`config.mk`:
```
export PLATFORM = sky130hd
export DESIGN_NAME = nonoverlap_clkgen
export DESIGN_NICKNAME = d
export VERILOG_FILES = /design/src/rtl/nocg_pkg.sv /design/src/rtl/tick_counter.sv /design/src/rtl/decision_hold.sv /design/src/rtl/phase_slot.sv /design/src/rtl/nonoverlap_clkgen.sv
export SDC_FILE = /design/constraint.sdc
export NUM_CORES = 1
export LEC_CHECK = 0
export ABC_CLOCK_PERIOD_IN_PS = 2009
export CORE_MARGIN = 3
export CORE_UTILIZATION = 44
export DETAILED_ROUTE_END_ITERATION = 10
export PLACE_DENSITY = 0.69
export SLEW_MARGIN = 15
export SYNTH_ARGS = -nofsm -noshare
export SYNTH_HDL_FRONTEND = slang
export SYNTH_SLANG_ARGS = --single-unit
```
`constraint.sdc`:
```
create_clock -name clk_i -period 2.01 [get_ports clk_i]
set_clock_uncertainty 0.15 [all_clocks]
set_input_delay 0.201 -clock clk_i [delete_from_list [all_inputs] [get_ports clk_i]]
set_output_delay 0.201 -clock clk_i [all_outputs]
set_load 0.03 [all_outputs]
```
`src/rtl/nocg_pkg.sv`:
```
package nocg_pkg;

  // ordering rules for the phase plan, all values in fast-clock ticks
  function automatic bit timing_ok(int period, int samp_w, int lat_ofs, int lat_w, int gap);
    int half;
    int setl_w;
    half   = period / 2;
    setl_w = half - gap;
    return (period % 2 == 0) && (gap >= 1) && (samp_w >= 1) &&
           (setl_w > samp_w) && (lat_ofs > samp_w) && (lat_w >= 1) &&
           (lat_ofs + lat_w <= setl_w) && (2 * lat_w <= half - samp_w);
  endfunction

endpackage

```
`src/rtl/tick_counter.sv`:
```
module tick_counter #(
  parameter int PERIOD = 20,
  parameter int CW     = 5
) (
  input  logic          clk_i,
  input  logic          rst_ni,
  output logic [CW-1:0] cnt_o
);
  localparam logic [CW-1:0] LAST = CW'(PERIOD - 1);

  always_ff @(posedge clk_i or negedge rst_ni) begin
    if (!rst_ni)            cnt_o <= '0;
    else if (cnt_o == LAST) cnt_o <= '0;
    else                    cnt_o <= cnt_o + 1'b1;
  end

  p_cnt_wrap_r2: assert property (@(posedge clk_i) disable iff (!rst_ni)
    (cnt_o == LAST) |=> (cnt_o == '0));
  p_cnt_range_r2: assert property (@(posedge clk_i) disable iff (!rst_ni)
    cnt_o <= LAST);
endmodule

```
`src/rtl/decision_hold.sv`:
```
module decision_hold #(
  parameter int NCMP = 2
) (
  input  logic            clk_i,
  input  logic            rst_ni,
  input  logic            lat_q_i,
  input  logic            lat_d_i,
  input  logic [NCMP-1:0] cmp_i,
  output logic [NCMP-1:0] dec_o
);
  logic cap;
  // store on the edge where the latch drops; comparator still holds its decision
  assign cap = lat_q_i & ~lat_d_i;

  always_ff @(posedge clk_i or negedge rst_ni) begin
    if (!rst_ni)  dec_o <= '0;
    else if (cap) dec_o <= cmp_i;
  end
endmodule

```
`src/rtl/phase_slot.sv`:
```
module phase_slot #(
  parameter int HALF    = 10,
  parameter int OFS     = 0,
  parameter int SAMP_W  = 4,
  parameter int SETL_W  = 9,
  parameter int LAT_OFS = 5,
  parameter int LAT_W   = 3,
  parameter int NCMP    = 2,
  parameter int CW      = 5
) (
  input  logic            clk_i,
  input  logic            rst_ni,
  input  logic [CW-1:0]   cnt_i,
  input  logic [NCMP-1:0] cmp_i,
  output logic            samp_o,
  output logic            setl_o,
  output logic            lat_o,
  output logic            crst_o,
  output logic [NCMP-1:0] dec_o
);
  localparam logic [CW-1:0] OFS_C  = CW'(OFS);
  localparam logic [CW-1:0] END_C  = CW'(OFS + HALF);
  localparam logic [CW-1:0] SAMP_C = CW'(SAMP_W);
  localparam logic [CW-1:0] SETL_C = CW'(SETL_W);
  localparam logic [CW-1:0] LON_C  = CW'(LAT_OFS);
  localparam logic [CW-1:0] LOFF_C = CW'(LAT_OFS + LAT_W);

  logic          in_half;
  logic [CW-1:0] rel;
  logic          samp_d, setl_d, lat_d;

  assign in_half = (cnt_i >= OFS_C) && (cnt_i < END_C);
  assign rel     = cnt_i - OFS_C;
  assign samp_d  = in_half && (rel < SAMP_C);
  assign setl_d  = in_half && (rel < SETL_C);
  assign lat_d   = in_half && (rel >= LON_C) && (rel < LOFF_C);

  always_ff @(posedge clk_i or negedge rst_ni) begin
    if (!rst_ni) begin
      samp_o <= 1'b0;
      setl_o <= 1'b0;
      lat_o  <= 1'b0;
      crst_o <= 1'b1;
    end else begin
      samp_o <= samp_d;
      setl_o <= setl_d;
      lat_o  <= lat_d;
      crst_o <= ~lat_d;
    end
  end

  decision_hold #(.NCMP(NCMP)) i_hold (
    .clk_i   (clk_i),
    .rst_ni  (rst_ni),
    .lat_q_i (lat_o),
    .lat_d_i (lat_d),
    .cmp_i   (cmp_i),
    .dec_o   (dec_o)
  );

  p_lat_in_setl_r5: assert property (@(posedge clk_i) disable iff (!rst_ni)
    lat_o |-> setl_o);
  p_setl_past_lat_r5: assert property (@(posedge clk_i) disable iff (!rst_ni)
    $fell(lat_o) |-> setl_o);
  p_setl_outlasts_samp_r3: assert property (@(posedge clk_i) disable iff (!rst_ni)
    $fell(setl_o) |-> (!samp_o && $past(!samp_o)));
  p_strobe_inv_r7: assert property (@(posedge clk_i) disable iff (!rst_ni)
    crst_o != lat_o);
  p_dec_hold_r8: assert property (@(posedge clk_i) disable iff (!rst_ni)
    !lat_o |=> $stable(dec_o));
endmodule

```
`src/rtl/nonoverlap_clkgen.sv`:
```
module nonoverlap_clkgen #(
  parameter int PERIOD  = 20,
  parameter int SAMP_W  = 4,
  parameter int LAT_OFS = 5,
  parameter int LAT_W   = 3,
  parameter int GAP     = 1,
  parameter int NCMP    = 2
) (
  input  logic                 clk_i,
  input  logic                 rst_ni,
  input  logic [1:0][NCMP-1:0] cmp_i,
  output logic [1:0]           samp_o,
  output logic [1:0]           setl_o,
  output logic [1:0]           lat_o,
  output logic [1:0]           crst_o,
  output logic [1:0][NCMP-1:0] dec_o
);
  localparam int HALF   = PERIOD / 2;
  localparam int SETL_W = HALF - GAP;
  localparam int CW     = $clog2(PERIOD + 1);

  if (!nocg_pkg::timing_ok(PERIOD, SAMP_W, LAT_OFS, LAT_W, GAP)) begin : g_bad_timing
    $error("nonoverlap_clkgen: phase parameters violate ordering rules");
  end

  logic [CW-1:0] cnt;

  tick_counter #(.PERIOD(PERIOD), .CW(CW)) i_cnt (
    .clk_i  (clk_i),
    .rst_ni (rst_ni),
    .cnt_o  (cnt)
  );

  for (genvar s = 0; s < 2; s++) begin : g_set
    phase_slot #(
      .HALF(HALF), .OFS(s * HALF), .SAMP_W(SAMP_W), .SETL_W(SETL_W),
      .LAT_OFS(LAT_OFS), .LAT_W(LAT_W), .NCMP(NCMP), .CW(CW)
    ) i_slot (
      .clk_i  (clk_i),
      .rst_ni (rst_ni),
      .cnt_i  (cnt),
      .cmp_i  (cmp_i[s]),
      .samp_o (samp_o[s]),
      .setl_o (setl_o[s]),
      .lat_o  (lat_o[s]),
      .crst_o (crst_o[s]),
      .dec_o  (dec_o[s])
    );
  end

  p_sets_apart_r6: assert property (@(posedge clk_i) disable iff (!rst_ni)
    !((samp_o[0] | setl_o[0]) && (samp_o[1] | setl_o[1])));
  p_lat_no_samp_r4: assert property (@(posedge clk_i) disable iff (!rst_ni)
    (|lat_o) |-> (samp_o == 2'b00));
  p_lat_samp_still_r4: assert property (@(posedge clk_i) disable iff (!rst_ni)
    (|lat_o) |-> $stable(samp_o));
endmodule

```
Word-level counts from Yosys, hierarchy flattened
Cells that the tools add are included.
Storage, ports and cells
  register bits: 17
  input bits: 6
  output and inout bits: 12
  logic and storage cells: 41
Operators by class
  add/subtract/negate cells: 2
  order comparisons: 12
  eq/ne operators: 1
  multiplexer cells: 1
  bitwise gates (word level): 4
  reduce and logical (&&, ||, !) cells: 10
Operator list (count)
  < comparator 5 x 4 -> 1 bit, second input constant: 5
  >= comparator 5 x 3 -> 1 bit, second input constant: 2
  logical AND 1 bit: 10
  < comparator 5 x 3 -> 1 bit, second input constant: 2
  adder 5 x 1 -> 5 bit, second input constant: 1
  equality test 5 bit, second input constant: 1
  >= comparator 5 x 1 -> 1 bit, second input constant: 1
  >= comparator 5 x 4 -> 1 bit, second input constant: 1
  < comparator 5 bit, second input constant: 1
  two-way mux 5 bit: 1
  subtractor 5 x 4 -> 5 bit, second input constant: 1
  AND 1 bit: 2
  inverter 1 bit: 2

Depth between registers and ports, before layout
Gate-level depths: netlist of the first run.
  word-level depth: 6
  mapped depth: 6
  gate-level depth less buffers: 6

Modules after synthesis
A second synthesis of the first run with hierarchy kept.
Unflattened totals
  cell total of the unflattened synthesis: 62
  area total of the unflattened synthesis: 798.3 um^2
By module, submodules not included
  phase_slot at g_set[1].i_slot: instances 1, cells an instance 25, area each 255.2 um^2, sequential area each 101.3 um^2
  tick_counter: instances 1, cells an instance 17, area each 216.5 um^2, sequential area each 125.1 um^2
  decision_hold: instances 2, cells an instance 5, area each 93.8 um^2, sequential area each 50.0 um^2
  phase_slot at g_set[0].i_slot: instances 1, cells an instance 10, area each 138.9 um^2, sequential area each 101.3 um^2

Worst setup path before layout of the first run
OpenSTA, ideal clock, no wires.
  path kind: flip-flop to flip-flop
  from: reg i_cnt.cnt_o[2]
  to: reg g_set[1].i_slot.i_hold.dec_o[0]
  setup time: 0.125 ns
  arrival: 1.612 ns
  required time: 1.735 ns
  setup slack: 0.123 ns
  cell stages (with the launch flop): 7
  period minus slack after synthesis: 1.887 ns
  path through: dfrtp_1 inv_1 ha_1 and4bb_1 a31oi_4 o21ai_2 mux2_2
Between the ends
  longest elaborated chain between the ends: 6
  elaborated cells on any way between the ends: 10
  classes of those cells: add/sub (1); order compare (4); bitwise (2); reduce/logical (3)
Ends and longest elaborated chain
  from (decl): RTL line tick_counter.sv:7  | output logic [CW-1:0] cnt_o
  from (signal assigned): RTL line tick_counter.sv:14  | else cnt_o <= cnt_o + 1'b1;
  subtractor 5 x 4 -> 5 bit, or another cell as far along: RTL line phase_slot.sv:33  | assign rel = cnt_i - OFS_C;
  >= comparator 5 x 3 -> 1 bit or logical AND 1 bit (tied branches): RTL line phase_slot.sv:36, phase_slot.sv:32
  logical AND 1 bit: RTL line phase_slot.sv:36  | assign lat_d = in_half && (rel >= LON_C) && (rel < LOFF_C);
  logical AND 1 bit (*): RTL line phase_slot.sv:36
  inverter 1 bit (*): RTL line decision_hold.sv:13  | assign cap = lat_q_i & ~lat_d_i;
  AND 1 bit (*): RTL line decision_hold.sv:13
  to (signal assigned): RTL line decision_hold.sv:17  | else if (cap) dec_o <= cmp_i;
  to (decl): RTL line decision_hold.sv:9  | output logic [NCMP-1:0] dec_o
Mark *: on every way between the ends. The rest lies on a longest branch, timed or not.
A chain may end at the register's enable or synchronous reset.

Worst setup path in the final report of the first run
Same ends and word-level chain as after synthesis.

==> results.sh, run 1 <==
export IMPL_nFillCells=160
export IMPL_routed_wirelength_mm=1.48
export IMPL_numPortBuffers=17
export IMPL_critPathLaunch="i_cnt.cnt_o[2]"
export IMPL_final_common_cell="clkdlybuf4s50_1"
export IMPL_crit_path_top_delay_cell="dfrtp_1"
export IMPL_antenna_found_initial=0
export IMPL_yosys_top_cells_area="dfrtp_1 (42%), ha_1 (11%), buf_4 (6.8%)"
export IMPL_die_x_um=50.8
export IMPL_track_usage=0.139
export IMPL_critical_path_class="reg -> reg"
export IMPL_cts_buffers=3
export IMPL_startpoint_type="register"
export IMPL_crit_buf_inv=1
export IMPL_layout_nets=109
export IMPL_postPlaceCellArea_sq_um=1040
export IMPL_die_h_um=50.8
export IMPL_cts_root_buf="clkbuf_4"
export IMPL_synth_nets=92
export IMPL_drt_met1_wl_um=643
export IMPL_synthCells=78
export IMPL_worst_skew_pair_late_latency_ns=0.28
export IMPL_dp_hpwl_mm=1.17
export IMPL_coreArea_sq_um=1820
export IMPL_synth_edf_count=0
export IMPL_wl_met3_um=86
export IMPL_htree_levels=1
export IMPL_crit_path_cell_trace="inv_1 -> ha_2 -> and4bb_1 -> a31oi_4 -> o21ai_2 -> mux2_2"
export IMPL_relSlewSlack=0.736
export IMPL_gp_congestion=0.776
export IMPL_avgViaCountPerCell=4.89
export IMPL_synth_area_sq_um=885
export IMPL_irDropWorstVdd_mv=0.381
export IMPL_cts_path_max_buffers=2
export IMPL_detail_route_wl_per_cell_um=12.4
export IMPL_ys_seq_area_frac=0.484
export IMPL_initial_core_util=0.486
export IMPL_stdcell_area_sq_um=1070
export IMPL_setup_viol=0
export IMPL_grt_pass1_wl_mm=2.66
export IMPL_pin_count=18
export IMPL_r2r_cells=6
export IMPL_slowest_delay_ns=0.38
export IMPL_syn_area_per_cell_sq_um=11.3
export IMPL_antennaDiodeCount=0
export IMPL_seqCellArea_sq_um=428
export IMPL_whs_ns=0.0726
export IMPL_rsz0062_at_grt="false"
export IMPL_hold_path_class="in -> async"
export IMPL_cp_max_fo=6
export IMPL_grt_pass1_vias=584
export IMPL_grt_max_degree=18
export IMPL_worstPathRequired_ns=2.04
export IMPL_postRouteAntennaNets=0
export IMPL_first_pass_iters=4
export IMPL_vias=582
export IMPL_overflow=0
export IMPL_crit_cells=6
export IMPL_stdcell_count=119
export IMPL_status="finished, final reports clean"
export IMPL_crit_path_end_kind="register"
export IMPL_cts_sinks=17
export IMPL_layout_drive_gt1_share=0.191
export IMPL_powerDensity_nw_per_um2=523
export IMPL_dr_wl_met2_um=707
export IMPL_multiInputGateArea_sq_um=362
export IMPL_path_clk_slew_ns=0.09
export IMPL_rows=15
export IMPL_highest_layer="met4"
export IMPL_drt_iter0_markers=7
export IMPL_finalMaxSlewViolations=0
export IMPL_async_flop_share=1.00
export IMPL_post_cts_buffers=0
export IMPL_fin_crit_ns=1.87
export IMPL_cts_tree="built"
export IMPL_critical_path_top_delay_family="flip-flops"
export IMPL_synth_top_cell_area_share=0.424
export IMPL_dieArea_sq_um=2580
export IMPL_period_share=0.931
export IMPL_power_leakage_nw=0.496
export IMPL_worst_slew_pin_transition_ns=0.395
export IMPL_reg2reg_from="i_cnt.cnt_o[2]"
export IMPL_area_growth_pct=21.4
export IMPL_ys_warnings_count=0
export IMPL_synth_cell_types=29
export IMPL_synth_area_leader_cell="dfrtp_1"
export IMPL_finalHoldViolCount=0
export IMPL_p_total_w=0.000561
export IMPL_cp_arrival_ns=1.90
export IMPL_drv_cap=0
export IMPL_dpl_cell_count=115
export IMPL_drt_drc_violations_left=0
export IMPL_layout_common_cells="clkdlybuf4s50_1 (17), dfrtp_1 (15), inv_1 (7), ha_1 (7), nand2_1 (6)"
export IMPL_ys_ff_latch=17
export IMPL_fin_setup_tns_ns=0
export IMPL_max_freq_mhz=534
export IMPL_ys_flop_type="dfrtp_1"
export IMPL_cts_hold_buf=0
[power breakdown]
part,internal [W],switching (W)
Clock,0.0000771,0.0000990
Sequential,0.000346,0.00000199
Combinational,0.0000193,0.0000181
[flip-flops by register name, summed over array words and instances, names as in the netlist]
name	flops
g_set.i_slot.lat_o	2
g_set.i_slot.samp_o	2
g_set.i_slot.setl_o	2
g_set.i_slot.i_hold.dec_o	4
i_cnt.cnt_o	5
g_set.i_slot.crst_o	2
[cell usage after synthesis (2+ instances only)]
library cell and count:
dfstp_2 2, buf_4 8, o21ai_0 3, mux2_2 4, nand2_1 6, a221oi_1 2, a21oi_1 2, nor2_1 3
inv_1 7, dfrtp_1 15, ha_1 8
[layout make-up]
type | count | share of cell area
sequential | 17 | 0.399
multi-input combinational | 45 | 0.337
timing repair buffer | 21 | 0.186
tap | 25 | 0.0291
clock buffer | 4 | 0.0245
inverter | 7 | 0.0245
[final timing paths]
kind / end / slack, ns
worst max-delay path: g_set[1].i_slot.i_hold.dec_o[0] / 0.14
worst min-delay path: g_set[0].i_slot.i_hold.dec_o[0] / 0.07
worst max register to register: g_set[1].i_slot.i_hold.dec_o[0] / 0.14
worst min register to register: g_set[1].i_slot.i_hold.dec_o[0] / 0.37
max in group asynchronous: g_set[1].i_slot.crst_o / 1.39
min in group clk_i: g_set[1].i_slot.i_hold.dec_o[0] / 0.37
[per-layer routing]
metal,vias up,track usage
li1,287,-
met1,272,0.171
met2,19,0.224
met3,4,0.0292
met4,0,0.0807
met5,-,0
[cells by family after synthesis]
logic type / synth area share
adders and majority gates: 0.113
and+or+nand+nor: 0.116
xor gates and xnor gates: 0.00990
AOI/OAI and AO/OA: 0.116
muxes: 0.0509
DFF: 0.484
buffers and inverters: 0.110
[worst reg2reg max path, stage by stage (launching register included)]
cell and delay, ns:
dfrtp_1 0.38, inv_1 0.14, ha_2 0.25, and4bb_1 0.26, a31oi_4 0.05, o21ai_2 0.18
mux2_2 0.34
[repair_timing]
item | CTS | global route
resized for setup | 0 | 1
endpoints found under the setup margin | 0 | 2
hold endpoints to repair | 0 | 0
[metrics by stage]
stage,setup WS [ns],util
floorplan,0.123,-
global placement,0.170,0.574
detailed placement,0.109,0.574
CTS,0.0964,0.588
global route,0.0347,0.590
finish,0.138,0.590
No activity file was read; power rests on OpenSTA's default activity.
==> inputs of run 2 (changes only) <==
--- a/config.mk
+++ b/config.mk
@@ -9,6 +9,7 @@
 export CORE_MARGIN = 3
 export CORE_UTILIZATION = 44
 export DETAILED_ROUTE_END_ITERATION = 10
+export GPL_ROUTABILITY_DRIVEN = 1
 export PLACE_DENSITY = 0.69
 export SLEW_MARGIN = 15
 export SYNTH_ARGS = -nofsm -noshare
==> results of run 2 <==
Same layout as run 1: the final DEF is identical, and so are final timing and power.
